**config.mk**
```make
export PLATFORM = sky130hd
export DESIGN_NAME = dbm_watch
export DESIGN_NICKNAME = d
export VERILOG_FILES = /design/src/rtl/dbm_pkg.sv /design/src/rtl/dbm_mask_trim.sv /design/src/rtl/dbm_slot.sv /design/src/rtl/dbm_match.sv /design/src/rtl/dbm_watch.sv
export SDC_FILE = /design/constraint.sdc
export NUM_CORES = 1
export LEC_CHECK = 0
export BUFFER_PORTS_ARGS = -buffer_cell sky130_fd_sc_hd__buf_4
export CAP_MARGIN = 20
export CELL_PAD_IN_SITES_DETAIL_PLACEMENT = 2
export CELL_PAD_IN_SITES_GLOBAL_PLACEMENT = 2
export CORE_ASPECT_RATIO = 1.5
export CORE_MARGIN = 2
export CORE_UTILIZATION = 35
export DETAILED_ROUTE_END_ITERATION = 10
export PLACE_DENSITY_LB_ADDON = 0.08
export SYNTH_ARGS = -nofsm -noshare
export SYNTH_HDL_FRONTEND = slang
export SYNTH_SLANG_ARGS = --single-unit
```
**constraint.sdc**
```tcl
create_clock -name clk -period 2.05 [get_ports clk]
set_input_delay 0.205 -clock clk [delete_from_list [all_inputs] [get_ports clk]]
set_output_delay 0.205 -clock clk [all_outputs]
set_load 0.01 [all_outputs]
```
**src/rtl/dbm_pkg.sv**
```systemverilog
package dbm_pkg;

  // Which register of a slot a configuration write targets.
  typedef enum logic {
    CFG_TGT_ADDR = 1'b0,
    CFG_TGT_CTRL = 1'b1
  } cfg_tgt_e;

  // Access direction as carried on acc_store.
  typedef enum logic {
    ACC_LOAD  = 1'b0,
    ACC_STORE = 1'b1
  } acc_kind_e;

  // Offsets of the enable bits counted down from the top of the control word.
  localparam int unsigned ST_EN_FROM_TOP = 1;
  localparam int unsigned LD_EN_FROM_TOP = 2;

endpackage

```
**src/rtl/dbm_mask_trim.sv**
```systemverilog
// Keeps the run of ones that starts at the top bit of the mask field and
// clears every bit below the first zero.
module dbm_mask_trim #(
  parameter int unsigned MASK_W = 6
) (
  input  logic [MASK_W-1:0] field_in,
  output logic [MASK_W-1:0] field_out
);

  logic [MASK_W:0] run;

  assign run[MASK_W] = 1'b1;

  for (genvar b = MASK_W - 1; b >= 0; b--) begin : g_run
    assign run[b]       = run[b+1] & field_in[b];
    assign field_out[b] = run[b];
  end

endmodule

```
**src/rtl/dbm_slot.sv**
```systemverilog
// Storage for one watch slot: address, enables and the trimmed mask field.
module dbm_slot
  import dbm_pkg::*;
#(
  parameter int unsigned ADDR_W = 32,
  parameter int unsigned MASK_W = 6
) (
  input  logic              clk,
  input  logic              rst_n,
  input  logic              wr_addr,
  input  logic              wr_ctrl,
  input  logic [ADDR_W-1:0] wdata,
  output logic [ADDR_W-1:0] bp_addr,
  output logic [ADDR_W-1:0] bp_mask,
  output logic              bp_st_en,
  output logic              bp_ld_en
);

  localparam int unsigned ST_BIT = ADDR_W - ST_EN_FROM_TOP;
  localparam int unsigned LD_BIT = ADDR_W - LD_EN_FROM_TOP;
  localparam int unsigned HI_W   = ADDR_W - MASK_W;

  logic [MASK_W-1:0] trimmed;
  logic [MASK_W-1:0] mask_q;
  logic [ADDR_W-1:0] addr_q;
  logic              st_q;
  logic              ld_q;

  dbm_mask_trim #(.MASK_W(MASK_W)) u_trim (
    .field_in  (wdata[MASK_W-1:0]),
    .field_out (trimmed)
  );

  always_ff @(posedge clk) begin
    if (!rst_n) begin
      addr_q <= '0;
    end else if (wr_addr) begin
      addr_q <= wdata;
    end
  end

  always_ff @(posedge clk) begin
    if (!rst_n) begin
      mask_q <= '0;
      st_q   <= 1'b0;
      ld_q   <= 1'b0;
    end else if (wr_ctrl) begin
      mask_q <= trimmed;
      st_q   <= wdata[ST_BIT];
      ld_q   <= wdata[LD_BIT];
    end
  end

  assign bp_addr  = addr_q;
  assign bp_mask  = {{HI_W{1'b1}}, mask_q};
  assign bp_st_en = st_q;
  assign bp_ld_en = ld_q;

endmodule

```
**src/rtl/dbm_match.sv**
```systemverilog
// Combinational comparison of one access against one slot.
module dbm_match
  import dbm_pkg::*;
#(
  parameter int unsigned ADDR_W = 32
) (
  input  logic              acc_valid,
  input  logic [ADDR_W-1:0] acc_addr,
  input  logic              acc_store,
  input  logic [ADDR_W-1:0] bp_addr,
  input  logic [ADDR_W-1:0] bp_mask,
  input  logic              bp_st_en,
  input  logic              bp_ld_en,
  output logic              hit
);

  logic dir_ok;
  logic addr_eq;

  always_comb begin
    dir_ok  = (acc_kind_e'(acc_store) == ACC_STORE) ? bp_st_en : bp_ld_en;
    addr_eq = (((acc_addr ^ bp_addr) & bp_mask) == '0);
    hit     = acc_valid & dir_ok & addr_eq;
  end

endmodule

```
**src/rtl/dbm_watch.sv**
```systemverilog
module dbm_watch
  import dbm_pkg::*;
#(
  parameter int unsigned NUM_BP = 2,
  parameter int unsigned ADDR_W = 32,
  parameter int unsigned MASK_W = 6
) (
  input  logic                                       clk,
  input  logic                                       rst_n,
  input  logic                                       cfg_we,
  input  logic [$clog2(NUM_BP > 1 ? NUM_BP : 2)-1:0] cfg_idx,
  input  logic                                       cfg_sel_ctrl,
  input  logic [ADDR_W-1:0]                          cfg_wdata,
  input  logic                                       acc_valid,
  input  logic [ADDR_W-1:0]                          acc_addr,
  input  logic                                       acc_store,
  output logic [NUM_BP-1:0]                          hit_vec,
  output logic                                       hit_any
);

  localparam int unsigned IDX_W = $clog2(NUM_BP > 1 ? NUM_BP : 2);

  for (genvar i = 0; i < NUM_BP; i++) begin : g_slot
    logic              sel;
    logic [ADDR_W-1:0] s_addr;
    logic [ADDR_W-1:0] s_mask;
    logic              s_st;
    logic              s_ld;

    assign sel = cfg_we && (cfg_idx == IDX_W'(i));

    dbm_slot #(.ADDR_W(ADDR_W), .MASK_W(MASK_W)) u_slot (
      .clk      (clk),
      .rst_n    (rst_n),
      .wr_addr  (sel && (cfg_tgt_e'(cfg_sel_ctrl) == CFG_TGT_ADDR)),
      .wr_ctrl  (sel && (cfg_tgt_e'(cfg_sel_ctrl) == CFG_TGT_CTRL)),
      .wdata    (cfg_wdata),
      .bp_addr  (s_addr),
      .bp_mask  (s_mask),
      .bp_st_en (s_st),
      .bp_ld_en (s_ld)
    );

    dbm_match #(.ADDR_W(ADDR_W)) u_match (
      .acc_valid (acc_valid),
      .acc_addr  (acc_addr),
      .acc_store (acc_store),
      .bp_addr   (s_addr),
      .bp_mask   (s_mask),
      .bp_st_en  (s_st),
      .bp_ld_en  (s_ld),
      .hit       (hit_vec[i])
    );
  end

  assign hit_any = |hit_vec;

endmodule

```
==> metrics.cfg, run 1 <==
[status]
status=finished with violations
violations=negative setup slack

[finish]
final-instance-count-excl-fill=668
drive_gt1_share_pct=21.6
synthToLayoutAreaGrowth_pct=27.8
diodes=0
fin_area_um2=4850
nFillCells=1224
final_net_count=590

[timing]
min_period_over_period_pct=109
fin_worst_skew_ps=0
setup_violations=2
timing.final.crit_period_ps=2230
rsz0062_at_grt=yes
worst_pin_slew_ps=705
worst_slack_ps=-182
hold_viol_final=0
max_slew_margin_pct=53.0
fin_setup_tns_ps=-288
slew_violations=0
fmaxAchievable_mhz=448

[synth]
ys_warn_count=0
synth-seq-area-share_pct=42.2
ys_ff_latch=80
synth_cells=454
syn_avg_cell_area_um2=8.36
ys_types=27
syn_nets=525
syn_area_um2=3800

[die]
dieArea_um2=11700
design.core.area_um2=10600
io_pins=74
die_h_um=132
initial_core_util_pct=35.9
die_w_um=89.0
core.rowCount=46

[clocking]
h-tree-depth=3
root_buffer=clkbuf_16
path_clk_slew_ps=60
cts-buffers-inserted=9
cts_hold_buf=0
post_cts_buffers=0
clk_path_buf_depth=2
clkSinkCount=80
cts_tree=built
clk_latency_ps=330

[placement]
dp_hpwl_um=9170
placed_area_um2=4470
placed_cells=652
place.gp.congestion=0.754
portBuffers=73

[detailed_routing]
wire_per_inst_um=19.2
avgViaCountPerCell=5.00
ant_nets=0
drt_pass1_iterations=4
drtIter0Drc=120
routed_wl_um=12800
num_vias=3342
drc_errors=0

[power]
power_leakage_nw=1.95
power_density_nw_per_um2=733
ir_worst_vdd_v=0.000395

[job]
max_cap_viol_count=0

[setup_path]
r2r_slack_ps=1310
critPathLaunchType=register
crit_arrival_ps=2030
crit_fanout=2
worstSetupEndpointType=output pin
crit_required_ps=1850
worstSetupPathType=reg -> out

[grt]
grt_max_degree=81
grt_pass1_wl_um=19900
track_usage_pct=22.8
grt_overflow=0
grt_pass1_vias=3799
grt_antenna_before_repair=0

[min_path]
hp-class=in -> reg

[path summary, 6_finish.rpt]
kind / start / to / depth (start not counted)
worst max-delay path: g_slot[1].u_slot.bp_addr[20] / hit_any / 6
worst min-delay path: cfg_wdata[21] / g_slot[0].u_slot.bp_addr[21] / 3
worst max register to register: g_slot[1].u_slot.mask_q[2] / g_slot[1].u_slot.mask_q[2] / 3
worst min register to register: g_slot[0].u_slot.bp_addr[20] / g_slot[0].u_slot.bp_addr[20] / 2
[per-stage QoR]
step / utilization (%) / total power, W / setup WS (ps) / hold WS [ps]
6_report: 45.8 / 0.00356 / -182 / 115
5_1_grt: 45.8 / 0.00372 / -262 / 132
4_1_cts: 45.6 / 0.00360 / -161 / 113
3_5_place_dp: 42.2 / 0.00210 / 73.8 / 462
3_3_place_gp: 42.2 / 0.00209 / 47.1 / 452
2_1_floorplan: - / 0.00185 / 606 / 340
[metal layers]
layer  global-route usage, %  routed length (um)  vias up
met3                    3.71                 338       14
met1                    25.5                5080     1660
met5                       0                   0        -
met2                    43.2                7190       52
met4                    5.22                 186        0
li1                        -                   -     1616
[cells in the final DEF (no fill, tap or decap), types with 2 or more instances in the layout]
cell type and count:
a21boi_0 63, a21boi_1 15, a221o_1 2, a22oi_1 4
and2_1 2, and3_1 3, buf_4 81, clkbuf_1 6
clkbuf_16 9, dfxtp_1 77, dfxtp_2 3, mux2i_1 2
nand2_1 160, nand3_1 5, nand4_1 4, nor4_1 4
nor4_2 7, nor4_4 3, o21ai_0 2, xnor2_1 2
xnor2_2 4, xor2_1 55, xor2_2 3
[sequential cells by signal, indices dropped and copies added (netlist names)]
register / count
g_slot.u_slot.bp_addr: 64
g_slot.u_slot.bp_ld_en: 2
g_slot.u_slot.mask_q: 12
g_slot.u_slot.bp_st_en: 2
[Yosys cell counts]
library cell    n  share of area [%]
buf_2           9                1.2
dfxtp_1        80                 42
o21ai_0         2               0.26
clkbuf_1       15                1.5
buf_4           2               0.40
a21boi_1       15                3.0
or3b_1          1               0.23
nand2_1       160                 16
xnor2_1         6                1.4
and3_1          3               0.49
or2_1           1               0.16
nor4_1         10                1.6
nor2_1          1              0.099
xor2_1         58                 13
nand4_1         4               0.66
a21boi_0       63                 12
clkbuf_2        1               0.13
a22oi_1         4               0.79
nand3b_1        1               0.20
mux2i_1         2               0.53
nor3b_2         1               0.33
nor4_2          4                1.3
or2_2           1               0.16
nand3_1         5               0.66
a221o_1         2               0.53
and2_1          2               0.33
and3b_1         1               0.23
[final cells by class]
type | instances | area, um^2 | share of cell area [%]
sequential | 80 | 1610 | 33.1
timing repair buffer | 81 | 608 | 12.5
clock buffer | 16 | 262 | 5.39
tap | 144 | 180 | 3.71
multi-input combinational | 347 | 2200 | 45.3
[power by group]
group          switching (W)  internal, W
clock network       0.000613     0.000858
logic               0.000246     0.000204
registers          0.0000330      0.00160
total               0.000892      0.00266
[logic make-up (layout without fill, tap and decap cells)]
kind of cell,Yosys count,count (layout),synth area share (%)
AOI/OAI and AO/OA,86,86,17.0
and+or+nand+nor,195,195,22.3
muxes,2,2,0.527
xor gates and xnor gates,64,64,14.8
DFF,80,80,42.2
buffers and inverters,27,97,3.20
[what timing repair did]
item,4_1_cts,5_1_grt
pin swaps,7,0
gates resized for setup,15,4
endpoints found under the setup margin,3,3
[worst max-delay path, cell delays in order, from the launching register on]
cell	delay (ps)
dfxtp_1	340
xnor2_2	280
nand4_1	160
a221o_1	320
nor4_2	340
or2_1	150
buf_4	110
Power figures use the tool's default switching activity.
==> run 2, diff against run 1 <==
--- a/config.mk
+++ b/config.mk
@@ -10,8 +10,7 @@
 export CELL_PAD_IN_SITES_DETAIL_PLACEMENT = 2
 export CELL_PAD_IN_SITES_GLOBAL_PLACEMENT = 2
 export CORE_ASPECT_RATIO = 1.5
-export CORE_MARGIN = 2
-export CORE_UTILIZATION = 35
+export CORE_UTILIZATION = 29
 export DETAILED_ROUTE_END_ITERATION = 10
 export PLACE_DENSITY_LB_ADDON = 0.08
 export SYNTH_ARGS = -nofsm -noshare
==> constraint.sdc (replaced) <==
create_clock -name clk -period 1.8 [get_ports clk]
set_input_delay 0.18 -clock clk [delete_from_list [all_inputs] [get_ports clk]]
set_output_delay 0.18 -clock clk [all_outputs]
set_load 0.01 [all_outputs]
==> run 2 against run 1 <==
The run still ends with negative setup slack left. Sequential power rose by 13%. Register-to-register slack worse by 220 ps. Routed wire length up 1.8%. Critical endpoint unchanged. Largest cell class unchanged.
==> metrics.cfg, run 2 (synthesized netlist as in run 1, its figures left out) <==
[finish]
mostFrequentLayoutCell=nand2_1  ; unchanged
nFillCells=1426  ; was 1,224
seq_area_um2=1610  ; about the same
final_cell_mix=nand2_1 (158), buf_4 (85), dfxtp_1 (70)  ; was nand2_1 (160), buf_4 (81), dfxtp_1 (77)
largest_reg_flops=64  ; unchanged
diodes=0  ; unchanged
synthToLayoutAreaGrowth_pct=33.2  ; was 27.8%
final_net_count=597  ; was 590
multiInputGateArea_um2=2210  ; was 2200 um^2
drive_gt1_share_pct=25.6  ; was 21.6%

[timing]
worst_pin_slew_ps=459  ; was 705 ps
min_period_over_period_pct=116
worst_slack_ps=-291  ; was -182 ps
fmaxAchievable_mhz=478
max_slew_margin_pct=69.4  ; was 53.0%
hold_viol_final=0  ; unchanged
rsz0062_at_grt=yes  ; unchanged
hold_slack_ps=96.5  ; was 115 ps
fin_worst_skew_ps=0  ; unchanged
timing.final.crit_period_ps=2090
setup_violations=3  ; was 2
slew_violations=0  ; unchanged

[setup_path]
worstReg2RegStart=g_slot[1].u_slot.mask_q[2]  ; unchanged
cp.depth=7  ; was 6
slowest_stage=dfxtp_2  ; was dfxtp_1
worstSetupPathType=reg -> out  ; unchanged
reg2regPathDepth=3  ; unchanged
worstSetupEndpointType=output pin  ; unchanged
crit_arrival_ps=1910  ; was 2030 ps
path_cells=xnor2_2 > buf_4 > nand4_1 > a221o_1 > nor4_4 > or2_1 > buf_4  ; was xnor2_2 > nand4_1 > a221o_1 > nor4_2 > or2_1 > buf_4
path_buf_inv=2  ; was 1
slowest_delay_ps=340  ; about the same
critPathLaunchType=register  ; unchanged
crit_fanout=2  ; unchanged
crit_required_ps=1620  ; was 1850 ps
cp-startpoint=g_slot[0].u_slot.bp_addr[14]  ; was g_slot[1].u_slot.bp_addr[20]
path_delay_family=simple AND/OR/NAND/NOR gates  ; unchanged
cpMostUsedCell=buf_4

[clocking]
path_clk_slew_ps=60  ; about the same
root_buffer=clkbuf_16  ; unchanged
clk_path_buf_depth=2  ; unchanged
cts_tree=built  ; unchanged
clk_latency_ps=330  ; about the same
h-tree-depth=3  ; unchanged
clkSinkCount=80  ; unchanged
cts-buffers-inserted=9  ; unchanged
post_cts_buffers=0  ; unchanged

[power]
total_power_w=0.00448  ; was 0.00356 W
power_leakage_nw=2.06  ; was 1.95 nW
ir_worst_vdd_v=0.000479  ; was 0.000395 V
power_density_nw_per_um2=885  ; was 733 nW/um^2

[placement]
portBuffers=73  ; unchanged
place.gp.congestion=0.741  ; was 0.754
dp_hpwl_um=9510  ; was 9170 um

[min_path]
holdCritStartpoint=cfg_wdata[6]  ; was cfg_wdata[21]
hp-class=in -> reg  ; unchanged
hold_depth=3  ; unchanged

[die]
dieArea_um2=13600  ; was 11,700 um^2
initial_core_util_pct=30.0  ; was 35.9%
core.rowCount=50  ; was 46
design.core.area_um2=12600  ; was 10,600 um^2
die_h_um=142  ; was 132 um
die_w_um=95.4  ; was 89.0 um
io_pins=74  ; unchanged

[grt]
grt_antenna_before_repair=0  ; unchanged
grt_pass1_wl_um=20300  ; was 19,900 um
grt_pass1_vias=3766  ; was 3,799
grt_overflow=0  ; unchanged
grt_max_degree=48  ; was 81
track_usage_pct=20.5  ; was 22.8%

[detailed_routing]
num_vias=3358  ; was 3,342
avgViaCountPerCell=4.89  ; was 5.00
routed_wl_um=13000  ; was 12,800 um
ant_nets=0  ; unchanged
drt_pass1_iterations=4  ; unchanged
drtIter0Drc=57  ; was 120
drc_errors=0  ; unchanged
wire_per_inst_um=19.0  ; was 19.2 um

[status]
violations=negative setup slack  ; unchanged
status=finished with violations  ; unchanged

[job]
max_cap_viol_count=0  ; unchanged

-- run 2: cell count changes in the layout (fill, tap and decap cells not counted), sizes merged --
cell,previous run,this run
clkinvlp,0,2
bufinv,0,2
buf,81,88
clkbuf,16,12
-- run 2: what timing repair did --
action,CTS,global route
setup endpoints to repair,3,3
hold buffers,0,0
resized for setup,7,23
pin swaps,2,17
-- run 2: area by class of cell --
| type | instances | share of cell area [%] |
|---|---|---|
| multi-input combinational | 347 | 43.7 |
| sequential | 80 | 31.9 |
| timing repair buffer | 88 | 13.8 |
| clock buffer | 12 | 5.27 |
| tap | 156 | 3.86 |
| clock inverter | 4 | 1.48 |
-- run 2: worst paths after layout --
check | slack [ps] | end
setup / recovery | -290 | hit_any
hold reg to reg | 470 | g_slot[1].u_slot.mask_q[3]
setup reg to reg | 1090 | g_slot[1].u_slot.mask_q[2]
hold / removal | 100 | g_slot[0].u_slot.bp_addr[6]
-- run 2: through the flow --
step,worst slack [ps],utilization [%],cell area (um^2),instances,setup TNS [ps]
after floorplan,381,-,3800,454,0
after global placement,-121,36.2,4580,671,-142
after detailed placement,-158,36.2,4580,671,-221
after CTS,-355,39.2,4950,687,-868
after global routing,-380,40.0,5060,687,-873
final,-291,40.0,5060,687,-648
-- run 2: report_power, final --
| group | switching, W | internal, W |
|---|---|---|
| Sequential | 0.0000361 | 0.00183 |
| Clock | 0.000748 | 0.00133 |
| Combinational | 0.000287 | 0.000250 |
-- run 2: metal layers --
metal / routed length (um) / track usage (%) / share of wire, % / vias to the layer above
met5: 0 / 0 / 0 / -
met4: 222 / 6.91 / 1.7 / 0
met3: 312 / 3.15 / 2.4 / 12
met2: 7280 / 39.2 / 56 / 50
met1: 5220 / 22.4 / 40 / 1664
li1: - / - / - / 1632
-- run 2: worst min-delay path, stage by stage --
cell and delay (ps):
buf_4 110, nand2_1 50, a21boi_1 50
==> run 3, diff against run 2 <==
--- a/config.mk
+++ b/config.mk
@@ -10,7 +10,8 @@
 export CELL_PAD_IN_SITES_DETAIL_PLACEMENT = 2
 export CELL_PAD_IN_SITES_GLOBAL_PLACEMENT = 2
 export CORE_ASPECT_RATIO = 1.5
-export CORE_UTILIZATION = 29
+export CORE_UTILIZATION = 30
+export CTS_BUF_LIST = sky130_fd_sc_hd__clkbuf_2 sky130_fd_sc_hd__clkbuf_4 sky130_fd_sc_hd__clkbuf_8
 export DETAILED_ROUTE_END_ITERATION = 10
 export PLACE_DENSITY_LB_ADDON = 0.08
 export SYNTH_ARGS = -nofsm -noshare
==> run 3 against run 2 <==
The flow still finishes with violations (negative setup slack). Design area fell by 3.7%. Final cell count down 0.29%. Critical path depth is 1 lower. Critical endpoint unchanged. Largest power group is now sequential cells.
==> metrics.cfg, run 3 (synthesized netlist as in run 1, its figures left out) <==
[setup_path]
slowest_stage=nor4_2  ; was dfxtp_2
critPathLaunchType=register  ; unchanged
path_cells=xor2_1 > nor4_2 > nand2_1 > nor4_2 > or2_1 > buf_6  ; was xnor2_2 > buf_4 > nand4_1 > a221o_1 > nor4_4 > or2_1 > buf_4
crit_path_end=hit_any  ; unchanged
worstReg2RegStart=g_slot[1].u_slot.mask_q[2]  ; unchanged
slowest_delay_ps=390  ; was 340 ps
worstSetupEndpointType=output pin  ; unchanged
r2r_slack_ps=1060  ; was 1090 ps
worstSetupPathType=reg -> out  ; unchanged
crit_required_ps=1620  ; about the same
reg2regPathDepth=3  ; unchanged
crit_arrival_ps=1970  ; was 1910 ps
cp-startpoint=g_slot[1].u_slot.bp_addr[26]  ; was g_slot[0].u_slot.bp_addr[14]
cpMostUsedCell=nor4_2  ; was buf_4
timing.rr.end=g_slot[1].u_slot.mask_q[2]  ; unchanged
crit_fanout=2  ; unchanged

[timing]
setup_violations=3  ; unchanged
worst_pin_slew_ps=531  ; was 459 ps
worst_slack_ps=-351  ; was -291 ps
hold_viol_final=0  ; unchanged
max_slew_margin_pct=64.4  ; was 69.4%
min_period_over_period_pct=120  ; was 116%
fin_setup_tns_ps=-819  ; was -648 ps
slew_violations=0  ; unchanged
fmaxAchievable_mhz=465  ; was 478 MHz
hold_slack_ps=66.9  ; was 96.5 ps
fin_worst_skew_ps=0  ; unchanged
rsz0062_at_grt=yes  ; unchanged
timing.final.crit_period_ps=2150  ; was 2090 ps

[power]
ir_worst_vdd_v=0.000343  ; was 0.000479 V
power_density_nw_per_um2=754  ; was 885 nW/um^2
power_leakage_nw=1.95  ; was 2.06 nW
total_power_w=0.00368  ; was 0.00448 W

[clocking]
cts_tree=built  ; unchanged
h-tree-depth=3  ; unchanged
path_clk_slew_ps=80  ; was 60 ps
clk_path_buf_depth=2  ; unchanged
root_buffer=clkbuf_8  ; was clkbuf_16
cts_hold_buf=0  ; unchanged
clkSinkCount=80  ; unchanged
cts-buffers-inserted=9  ; unchanged
clk_latency_ps=350  ; was 330 ps

[detailed_routing]
drtIter0Drc=67  ; was 57
num_vias=3322  ; was 3,358
drt_pass1_iterations=4  ; unchanged
wire_per_inst_um=18.4  ; was 19.0 um
avgViaCountPerCell=4.85  ; was 4.89
routed_wl_um=12600  ; was 13,000 um
ant_nets=0  ; unchanged
drc_errors=0  ; unchanged

[die]
core.rowCount=50  ; unchanged
initial_core_util_pct=30.7  ; was 30.0%
dieArea_um2=13100  ; was 13,600 um^2
design.core.area_um2=12400  ; was 12,600 um^2
die_w_um=93.9  ; was 95.4 um
die_h_um=140  ; was 142 um
io_pins=74  ; unchanged

[status]
violations=negative setup slack  ; unchanged
status=finished with violations  ; unchanged

[finish]
diodes=0  ; unchanged
final_net_count=595  ; was 597
nFillCells=1430  ; was 1,426
synthToLayoutAreaGrowth_pct=28.3  ; was 33.2%
largest_reg_flops=64  ; unchanged
fin_area_um2=4870  ; was 5060 um^2
mostFrequentLayoutCell=nand2_1  ; unchanged
final_cell_mix=nand2_1 (160), buf_4 (83), dfxtp_1 (71)  ; was nand2_1 (158), buf_4 (85), dfxtp_1 (70)
drive_gt1_share_pct=24.8  ; was 25.6%

[placement]
portBuffers=73  ; unchanged
place.gp.congestion=0.731  ; was 0.741
pre_cts_ws_ps=-181  ; was -158 ps
placed_area_um2=4540  ; was 4580 um^2
dp_hpwl_um=9360  ; was 9510 um

[grt]
grt_max_degree=45  ; was 48
grt_pass1_vias=3729  ; was 3,766
grt_antenna_before_repair=0  ; unchanged
grt_pass1_wl_um=20000  ; was 20,300 um
track_usage_pct=20.7  ; was 20.5%
grt_overflow=0  ; unchanged

[min_path]
hp-class=in -> reg  ; unchanged
hold_depth=3  ; unchanged

[job]
max_cap_viol_count=0  ; unchanged

run 3: cell count changes in the layout (fill, tap and decap cells not counted), sizes merged:
cell      change
buf           -2
bufinv        -2
clkbuf        +1
clkinv        +3
clkinvlp      -2
run 3: how the worst min path moves through the flow:
stage	from	slack [ps]	to
2_1_floorplan	cfg_wdata[10]	310	g_slot[0].u_slot.bp_addr[10]
3_3_place_gp	cfg_wdata[23]	440	g_slot[0].u_slot.bp_addr[23]
3_5_place_dp	cfg_wdata[24]	450	g_slot[0].u_slot.bp_addr[24]
4_1_cts	cfg_wdata[23]	50	g_slot[0].u_slot.bp_addr[23]
5_1_grt	cfg_wdata[23]	50	g_slot[0].u_slot.bp_addr[23]
6_report	cfg_wdata[23]	70	g_slot[0].u_slot.bp_addr[23]
run 3: layer usage:
layer	part of all wire (%)	GRT usage (%)
met4	1.3	6.23
met5	0	0
met1	40	23.0
met2	55	38.8
met3	3.1	3.88
run 3: cell type report:
cell class	instances	area, um^2	share of cell area [%]
multi-input cells	347	2200	45.2
flip-flops and latches	80	1610	33.1
repair buffers	86	674	13.8
well taps	156	195	4.01
clock buffers	13	173	3.54
clock inverters	3	15.0	0.308
run 3: critical path, delay by kind of cell, from the launching register on:
family	cells	cell delay (ps)
buffers and inverters	1	110
flip-flops	1	330
AND/OR/NAND/NOR	4	990
XOR/XNOR	1	180
run 3: stage by stage:
stage	util (%)	instances
floorplan	-	454
global placement	36.7	668
detailed placement	36.7	668
CTS	38.9	685
global route	39.3	685
finish	39.3	685
run 3: power breakdown:
| group | switching (W) | leakage (nW) | internal, W |
|---|---|---|---|
| Clock | 0.000667 | 0.103 | 0.000624 |
| Sequential | 0.0000363 | 0.654 | 0.00182 |
| Combinational | 0.000280 | 1.20 | 0.000244 |
run 3: timing repair:
| action | 4_1_cts | 5_1_grt |
|---|---|---|
| pin swaps | 11 | 7 |
| resized for setup | 16 | 11 |
| buffers inserted | 1 | 0 |
| setup endpoints to repair | 3 | 3 |
